[src/rtl/can_flt_pkg.sv]
package can_flt_pkg;
  localparam int OBJ_N   = 15;
  localparam int ID_W    = 29;
  localparam int STD_W   = 11;
  localparam int DLC_W   = 4;
  localparam int MAX_LEN = 8;
  localparam int ADDR_W  = 5;
  localparam int OBJ_IW  = $clog2(OBJ_N + 1);

  // one table entry; its packed layout is the configuration word layout
  typedef struct packed {
    logic            en;
    logic            rx;
    logic            ext;
    logic [ID_W-1:0] id;
  } obj_t;

  localparam int DATA_W = $bits(obj_t);

  localparam logic [ADDR_W-1:0] A_FMASK = ADDR_W'(16);
  localparam logic [ADDR_W-1:0] A_BMASK = ADDR_W'(17);
  localparam logic [ADDR_W-1:0] A_MODE  = ADDR_W'(18);
endpackage

[src/rtl/can_flt_regs.sv]
module can_flt_regs
  import can_flt_pkg::*;
(
  input  logic                      clk,
  input  logic                      rst_n,
  input  logic                      cfg_we,
  input  logic [ADDR_W-1:0]         cfg_addr,
  input  logic [DATA_W-1:0]         cfg_wdata,
  output obj_t [OBJ_N-1:0]          tbl,
  output logic [ID_W-1:0]           full_mask,
  output logic [ID_W-1:0]           buf_mask,
  output logic                      buf_mode
);
  logic unused_cfg_bits;
  assign unused_cfg_bits = ^cfg_wdata[DATA_W-1:ID_W];

  // each slot owns its own register so a write touches one entry only
  for (genvar s = 0; s < OBJ_N; s++) begin : g_slot
    always_ff @(posedge clk or negedge rst_n) begin
      if (!rst_n)
        tbl[s] <= '0;
      else if (cfg_we && cfg_addr == ADDR_W'(s))
        tbl[s] <= obj_t'(cfg_wdata);
    end
  end

  always_ff @(posedge clk or negedge rst_n) begin
    if (!rst_n) begin
      full_mask <= '1;
      buf_mask  <= '1;
      buf_mode  <= 1'b0;
    end else if (cfg_we) begin
      if (cfg_addr == A_FMASK) full_mask <= cfg_wdata[ID_W-1:0];
      if (cfg_addr == A_BMASK) buf_mask  <= cfg_wdata[ID_W-1:0];
      if (cfg_addr == A_MODE)  buf_mode  <= cfg_wdata[0];
    end
  end
endmodule

[src/rtl/can_flt_match.sv]
module can_flt_match
  import can_flt_pkg::*;
(
  input  obj_t            entry,
  input  logic [ID_W-1:0] mask,
  input  logic [ID_W-1:0] frm_id,
  input  logic            frm_ext,
  output logic            hit
);
  logic [ID_W-1:0] eff_mask;
  logic [ID_W-1:0] diff;

  // base frames only look at the top STD_W bits
  assign eff_mask = frm_ext ? mask : {mask[ID_W-1 -: STD_W], {(ID_W-STD_W){1'b0}}};
  assign diff     = (frm_id ^ entry.id) & eff_mask;
  assign hit      = entry.en && entry.rx && (entry.ext == frm_ext) && (diff == '0);
endmodule

[src/rtl/can_flt_prio.sv]
module can_flt_prio
  import can_flt_pkg::*;
(
  input  logic [OBJ_N-1:0]  req,
  output logic              any,
  output logic [OBJ_IW-1:0] num
);
  always_comb begin
    any = 1'b0;
    num = '0;
    for (int k = OBJ_N - 1; k >= 0; k--) begin
      if (req[k]) begin
        any = 1'b1;
        num = OBJ_IW'(k + 1);
      end
    end
  end
endmodule

[src/rtl/can_accept_filter.sv]
module can_accept_filter
  import can_flt_pkg::*;
(
  input  logic              clk,
  input  logic              rst_n,
  input  logic              cfg_we,
  input  logic [4:0]        cfg_addr,
  input  logic [31:0]       cfg_wdata,
  input  logic              hdr_valid,
  output logic              hdr_ready,
  input  logic [28:0]       hdr_id,
  input  logic              hdr_ext,
  input  logic [3:0]        hdr_dlc,
  output logic              res_valid,
  input  logic              res_ready,
  output logic              res_hit,
  output logic [3:0]        res_obj,
  output logic [3:0]        res_len
);
  localparam int LAST = OBJ_N - 1;

  obj_t [OBJ_N-1:0] tbl;
  logic [ID_W-1:0]  full_mask;
  logic [ID_W-1:0]  buf_mask;
  logic             buf_mode;

  can_flt_regs u_regs (
    .clk       (clk),
    .rst_n     (rst_n),
    .cfg_we    (cfg_we),
    .cfg_addr  (cfg_addr),
    .cfg_wdata (cfg_wdata),
    .tbl       (tbl),
    .full_mask (full_mask),
    .buf_mask  (buf_mask),
    .buf_mode  (buf_mode)
  );

  logic [OBJ_N-1:0] raw_hit;

  for (genvar s = 0; s < OBJ_N; s++) begin : g_cmp
    logic [ID_W-1:0] sel_mask;
    if (s == LAST) begin : g_last
      assign sel_mask = buf_mode ? buf_mask : full_mask;
    end else begin : g_full
      assign sel_mask = full_mask;
    end
    can_flt_match u_m (
      .entry   (tbl[s]),
      .mask    (sel_mask),
      .frm_id  (hdr_id),
      .frm_ext (hdr_ext),
      .hit     (raw_hit[s])
    );
  end

  // in buffer mode the last slot is pulled out of the ranked set
  logic [OBJ_N-1:0]  ranked;
  logic              ranked_any;
  logic [OBJ_IW-1:0] ranked_num;
  logic              buf_take;

  assign ranked   = buf_mode ? {1'b0, raw_hit[LAST-1:0]} : raw_hit;
  assign buf_take = buf_mode && raw_hit[LAST];

  can_flt_prio u_prio (
    .req (ranked),
    .any (ranked_any),
    .num (ranked_num)
  );

  logic              nxt_hit;
  logic [OBJ_IW-1:0] nxt_obj;
  logic [DLC_W-1:0]  nxt_len;

  always_comb begin
    nxt_hit = ranked_any || buf_take;
    if (ranked_any)    nxt_obj = ranked_num;
    else if (buf_take) nxt_obj = OBJ_IW'(OBJ_N);
    else               nxt_obj = '0;
    nxt_len = (hdr_dlc > DLC_W'(MAX_LEN)) ? DLC_W'(MAX_LEN) : hdr_dlc;
  end

  logic take;
  assign hdr_ready = !res_valid || res_ready;
  assign take      = hdr_valid && hdr_ready;

  always_ff @(posedge clk or negedge rst_n) begin
    if (!rst_n) begin
      res_valid <= 1'b0;
      res_hit   <= 1'b0;
      res_obj   <= '0;
      res_len   <= '0;
    end else if (take) begin
      res_valid <= 1'b1;
      res_hit   <= nxt_hit;
      res_obj   <= nxt_obj;
      res_len   <= nxt_len;
    end else if (res_ready) begin
      res_valid <= 1'b0;
    end
  end
endmodule

[config.mk]
export PLATFORM = sky130hd
export DESIGN_NAME = can_accept_filter
export DESIGN_NICKNAME = d
export VERILOG_FILES = /design/src/rtl/can_flt_pkg.sv /design/src/rtl/can_flt_regs.sv /design/src/rtl/can_flt_match.sv /design/src/rtl/can_flt_prio.sv /design/src/rtl/can_accept_filter.sv
export SDC_FILE = /design/constraint.sdc
export NUM_CORES = 1
export LEC_CHECK = 0
export CORE_ASPECT_RATIO = 0.9
export CORE_MARGIN = 2
export CORE_UTILIZATION = 45
export DETAILED_ROUTE_END_ITERATION = 6
export GPL_TIMING_DRIVEN = 0
export PLACE_DENSITY = 0.69
export SYNTH_ARGS = -nofsm -noshare
export SYNTH_HDL_FRONTEND = slang
export SYNTH_SLANG_ARGS = --single-unit
export TNS_END_PERCENT = 1
[constraint.sdc]
create_clock -name clk -period 5.1 [get_ports clk]
set_input_delay 1.53 -clock clk [delete_from_list [all_inputs] [get_ports clk]]
set_output_delay 1.53 -clock clk [all_outputs]
set_load 0.01 [all_outputs]
# --- Word-level counts from Yosys, hierarchy flattened ---
# Index checks and enable logic that the tools add are counted.
classes:
  n_lt_le_gt_ge: 1
  n_eq_ne: 32
  muxes: 39
  bitwise: 30
  reduce_logical: 85
op_table:
  columns: ["operator", "n"]
  rows:
  - ["29-bit AND", 15]
  - ["29-bit zero test", 15]
  - ["29-bit bitwise XOR", 15]
  - ["4-bit two-way mux", 18]
  - ["1-bit logical AND", 62]
  - ["18-bit two-way mux", 2]
  - ["5-bit by 4-bit == test with 1-bit output (second input constant)", 7]
  - ["29-bit two-way mux", 1]
  - ["5-bit by 3-bit == test with 1-bit output (second input constant)", 4]
  - ["1-bit two-way mux", 17]
  - ["1-bit == test", 15]
  - ["5-bit == test (second input constant)", 3]
  - ["15-bit two-way mux", 1]
  - ["5-bit by 2-bit == test with 1-bit output (second input constant)", 2]
  - ["2-bit AND reduction", 3]
  - ["5-bit by 1-bit == test with 1-bit output (second input constant)", 1]
  - ["5-bit zero test", 1]
  - ["4-bit > comparator (second input constant)", 1]
  - ["1-bit logical OR", 2]
  - ["2-bit nonzero test", 1]
  - ["1-bit zero test", 1]
word_totals:
  register_bits: 549
  inputBits: 76
  output_inout_bits: 11
  wordCells: 254

# --- Depth between registers and ports, before layout ---
logic_depth:
  ltp_word: 22
  ltp_mapped: 12
  mapped_depth_nobuf: 8

# --- Modules after synthesis ---
# Synthesis repeated with hierarchy kept, for this count alone.
unflattened:
  cells_unflattened: 2043
  hier_area_um2: 27913.0
modules_own_cells:
  columns: ["mod", "n_inst", "cells_each", "area_per_inst_um2", "seq_area_each_um2"]
  rows:
  - ["can_flt_regs", 1, 1191, 20399.6, 13560.5]
  - ["can_flt_match", 15, 50, 434.2, 0.0]
  - ["can_accept_filter", 1, 71, 813.3, 250.2]
  - ["can_flt_prio", 1, 31, 187.7, 0.0]

# --- Least setup slack after synthesis ---
# No wires, ideal clock.
synth_path:
  path_type: "input -> register"
  from: "in hdr_id[9]"
  to: "reg res_obj[0]"
  setup_ps: 133
  t_arrival_ps: 3398
  required_time_ps: 4967
  path_slack_ps: 1569
  cell_stages: 10
  n_path_buf: 2
  path_cell_list: "buf_2 -> buf_2 -> xor2_1 -> a22oi_1 -> nand4_1 -> nor4_4 -> nor3_1 -> a211o_1 -> o221ai_2 -> a32oi_1"
synth_between:
  elab_chain_len: 21
  word_cells_on_any_way: 94
  cone_classes: "33 x mux; 30 x bitwise; 31 x reduce/logical"
synth_rtl:
  columns: ["element", "line", "text"]
  rows:
  - ["start, declared", "can_accept_filter.sv:11", "input logic [28:0] hdr_id,"]
  - ["29-bit bitwise XOR", "can_flt_match.sv:15", "assign diff = (frm_id ^ entry.id) & eff_mask;"]
  - ["29-bit AND", "can_flt_match.sv:15", null]
  - ["29-bit zero test", "can_flt_match.sv:16", "assign hit = entry.en && entry.rx && (entry.ext == frm_ext) && (diff == '0);"]
  - ["1-bit logical AND", "can_flt_match.sv:16", null]
  - ["15-bit two-way mux", "can_accept_filter.sv:63", "assign ranked = buf_mode ? {1'b0, raw_hit[LAST-1:0]} : raw_hit;"]
  - ["4-bit two-way mux or 1-bit two-way mux (tied branches) (15 in a row)", "can_flt_prio.sv:12", "if (req[k]) begin"]
  - ["4-bit two-way mux *", "can_accept_filter.sv:78", "if (ranked_any) nxt_obj = ranked_num;"]
  - ["end signal, assigned", "can_accept_filter.sv:97", "res_obj <= nxt_obj;"]
  - ["end, declared", "can_accept_filter.sv:17", "output logic [3:0] res_obj,"]
# Every way passes the cells marked *; elsewhere a longest branch is shown, timed or not.
# A chain may end at the register's enable or synchronous reset.

# --- Final worst setup path ---
layout_path:
  from: "in hdr_ext"
  to: "reg res_obj[0]"
layout_between:
  elab_chain_len: 21
  word_cells_on_any_way: 111
  cone_classes: "15 x eq/ne; 35 x mux; 15 x bitwise; 46 x reduce/logical"
layout_rtl:
  columns: ["element", "line", "text"]
  rows:
  - ["start, declared", "can_accept_filter.sv:12", "input logic hdr_ext,"]
  - ["18-bit two-way mux", "can_flt_match.sv:14", "assign eff_mask = frm_ext ? mask : {mask[ID_W-1 -: STD_W], {(ID_W-STD_W){1'b0}}};"]
  - ["29-bit AND", "can_flt_match.sv:15", null]
  - ["29-bit zero test", "can_flt_match.sv:16", null]
  - ["1-bit logical AND", "can_flt_match.sv:16", null]
  - ["15-bit two-way mux", "can_accept_filter.sv:63", null]
  - ["4-bit two-way mux or 1-bit two-way mux (tied branches) (15 in a row)", "can_flt_prio.sv:12", null]
  - ["4-bit two-way mux *", "can_accept_filter.sv:78", null]
# Marks and branches as above.

==> impl_results.md <==
- CTS Buf Count: 58
- Critical-path maximum fanout: 10
- I/O pin total: 87
- Synth Instances: 2,237
- Clock sink count: 549
- Starting DRC count in detailed routing: 2,678
- H-tree levels: 2
- Unrepaired setup endpoints after global routing: false
- CP arrival: 5.45 ns
- Sequential share of power: 42.8%
- Fraction of final layout cells with drive strength greater than 1: 33.8%
- Sw Share: 32.5%
- Layout area overhead: 13.2%
- Total GRT Usage: 32.5%
- Gp weighted congestion: 0.969
- Std cell rows: 87
- Post-synth top area cell: dfrtp_1
- EDFF count, synth: 0
- Startpoint types: input pin
- Final wirelength: 105,000 um
- Worst vdd ir: 0.337 mV
- Post-Place Setup Slack: -0.186 ns
- Min-Delay Path Class: flip-flop to flip-flop
- Logic pwr share: 24.9%
- Vias/cell: 6.18
- Post-DP HPWL: 75,700 um
- Antenna violations before repair: 5
- Total congestion overflow: 0
- Yosys warns: 0
- Most frequent cells after synthesis: mux2_2, dfrtp_1, xor2_1, a22oi_1, clkbuf_1
- Final WS setup: 0.181 ns
- Core area: 62,400 um^2
- Final Hold Vio Count: 0
- Synth cell types: 55
- # setup viols final: 0
- Synth top area share: 43.5%
- Max Buffers Root-to-Sink: 3
- Final net count: 2,434
- TritonCTS clock tree: done
- Final ANT Viol Nets: 0
- Status: finished clean
- Port bufs: 55
- Initial Utilization: 45.3%
- Most frequent cell after synthesis: mux2_2
- Die ar.: 64,800 um^2
- Post-synthesis async set-or-reset flop share: 100%
- Total leakage power: 0.0143 uW
- TNS Setup: 0 ns
- Largest net degree at the start of global routing: 114
- Seq/Total Area, Yosys: 48.9%
- Clock skew: 0.0376 ns
- CTS resizes: 0
- CP required: 5.63 ns
- Slew @ Worst Pin: 1.38 ns
- Post-CTS setup buffer count: 0
- Die Width: 268 um
- Ranking of synthesized cells by area: dfrtp_1, mux2_2, xor2_1, a22oi_1, dfstp_2
- Pwr Density: 427 nW/um^2
- Clk network pwr share: 32.3%
- First-pass GRT wire length: 149,000 um
- Max_cap viols: 0
- CTS Hold Bufs: 0
- Post-synthesis register bit count: 549
- Cell-internal power: 9210 uW
- Clock transition at the registers of the reported paths: 0.06 ns
- Fin. max-slew vios: 0
- Worst rel slew slack: 7.25%
- Fin crit period: 4.92 ns
- Syn Area/Cell: 12.6 um^2
- Period utilisation layout: 96.4%
- Top achievable clock speed: 203 MHz
- DR WL/cell: 32.3 um
- Vias: 20,100
- Worst skew pair latency: 0.65 ns
- Syn Nets: 2,313
- Vias in the first global route: 20,000
- Top_reg_cell synth: dfrtp_1
- Kind of critical path: input pin to flip-flop
- CTS Root Cell: clkbuf_16
- First-pass detailed-route iteration total: 6
- Endpoint class of the critical path: flip-flop
- Die H: 242 um
- DRC viols: 0
- Syn Std Cell Area: 28,200 um^2
- Net Switching: 4430 uW
power by group through the flow:
stage / sequential (uW) / combinational, uW / clock (uW)
floorplan: 5750 / 2070 / 0
global placement: 5860 / 3180 / 0
detailed placement: 5900 / 3260 / 0
CTS: 5830 / 3280 / 4430
global route: 5930 / 3550 / 4620
finish: 5840 / 3400 / 4410
registers in the layout, summed over array words and instances, names as in the netlist:
register          flops
res_len               4
u_regs.full_mask     29
u_regs.buf_mode       1
u_regs.tbl          480
res_valid             1
res_hit               1
res_obj               4
u_regs.buf_mask      29
path summary, 6_finish.rpt:
| kind | start | end | slack (ns) | cells after the start |
|---|---|---|---|---|
| worst max-delay path | hdr_ext | res_obj[0] | 0.18 | 12 |
| worst min-delay path | res_len[0] | res_len[0] | 0.48 | 2 |
| worst max register to register | u_regs.full_mask[27] | res_obj[0] | 0.83 | 8 |
| worst min register to register | res_len[0] | res_len[0] | 0.48 | 2 |
| max in group asynchronous | rst_n | u_regs.tbl[267] | 2.43 | 4 |
| min in group asynchronous | rst_n | u_regs.tbl[216] | 0.85 | 1 |
metrics by stage:
step,hold slack [ns],util (%),cell area (um^2),std cells,total power [uW]
final,0.478,51.2,32000,3256,13600
after global routing,0.500,51.2,32000,3253,14100
after CTS,0.483,51.2,32000,3253,13500
after detailed placement,0.469,48.1,30000,3143,9160
after global placement,0.467,47.8,29800,3137,9050
after floorplan,0.471,-,28200,2237,7830
cell usage in the layout (no fill, tap or decap), types with 7 or more instances in the layout:
master           count
mux2_2             539
xnor2_1             32
clkbuf_16           59
nor3_1               9
nand3_1             12
clkbuf_1           106
nand2_1             38
mux2i_1             29
a211oi_1            14
clkdlybuf4s50_1     54
a22oi_1            209
buf_1               26
and2_1              15
dfrtp_1            491
clkinvlp_4           7
nand2b_1             9
clkinv_2            14
clkbuf_8            10
nand4_1             49
dfstp_2             58
nor4_1              13
xor2_1             418
nor2_1              15
o22ai_1             14
buf_2               79
buf_6                9
layout make-up:
type / instances / area, um^2
Clock buffer: 82 / 1660
Sequential cell: 549 / 13800
Timing Repair Buffer: 61 / 701
Clock inverter: 28 / 302
Inverter: 3 / 11.3
Antenna cell: 3 / 7.51
Multi-Input combinational cell: 1475 / 13400
Buffer: 210 / 973
Tap cell: 845 / 1060
Fill cell: 5402 / 30400
layer usage:
metal | wire, um | global-route usage [%]
met5 | 12 | 0
met3 | 12000 | 10.0
met2 | 45300 | 47.1
met1 | 44500 | 46.5
met4 | 3280 | 9.91
critical path, cell delays in order:
cell and delay [ns]:
clkdlybuf4s50_1 0.56, buf_6 0.22, buf_8 0.16, and2_4 0.15, buf_6 0.14, a22oi_1 0.26
nand4_1 0.34, nor4_1 1.21, or4_1 0.34, nand4b_1 0.20, o21bai_2 0.13, a32oi_1 0.19
logic make-up after synthesis:
group / count (synthesis) / share of synthesized area (%)
and+or+nand+nor: 190 / 3.93
xor gates and xnor gates: 450 / 14.0
buffers and inverters: 213 / 3.49
AOI/OAI and AO/OA: 266 / 7.13
DFF: 549 / 48.9
muxes: 569 / 22.6
(Power assumes the default switching activity.)
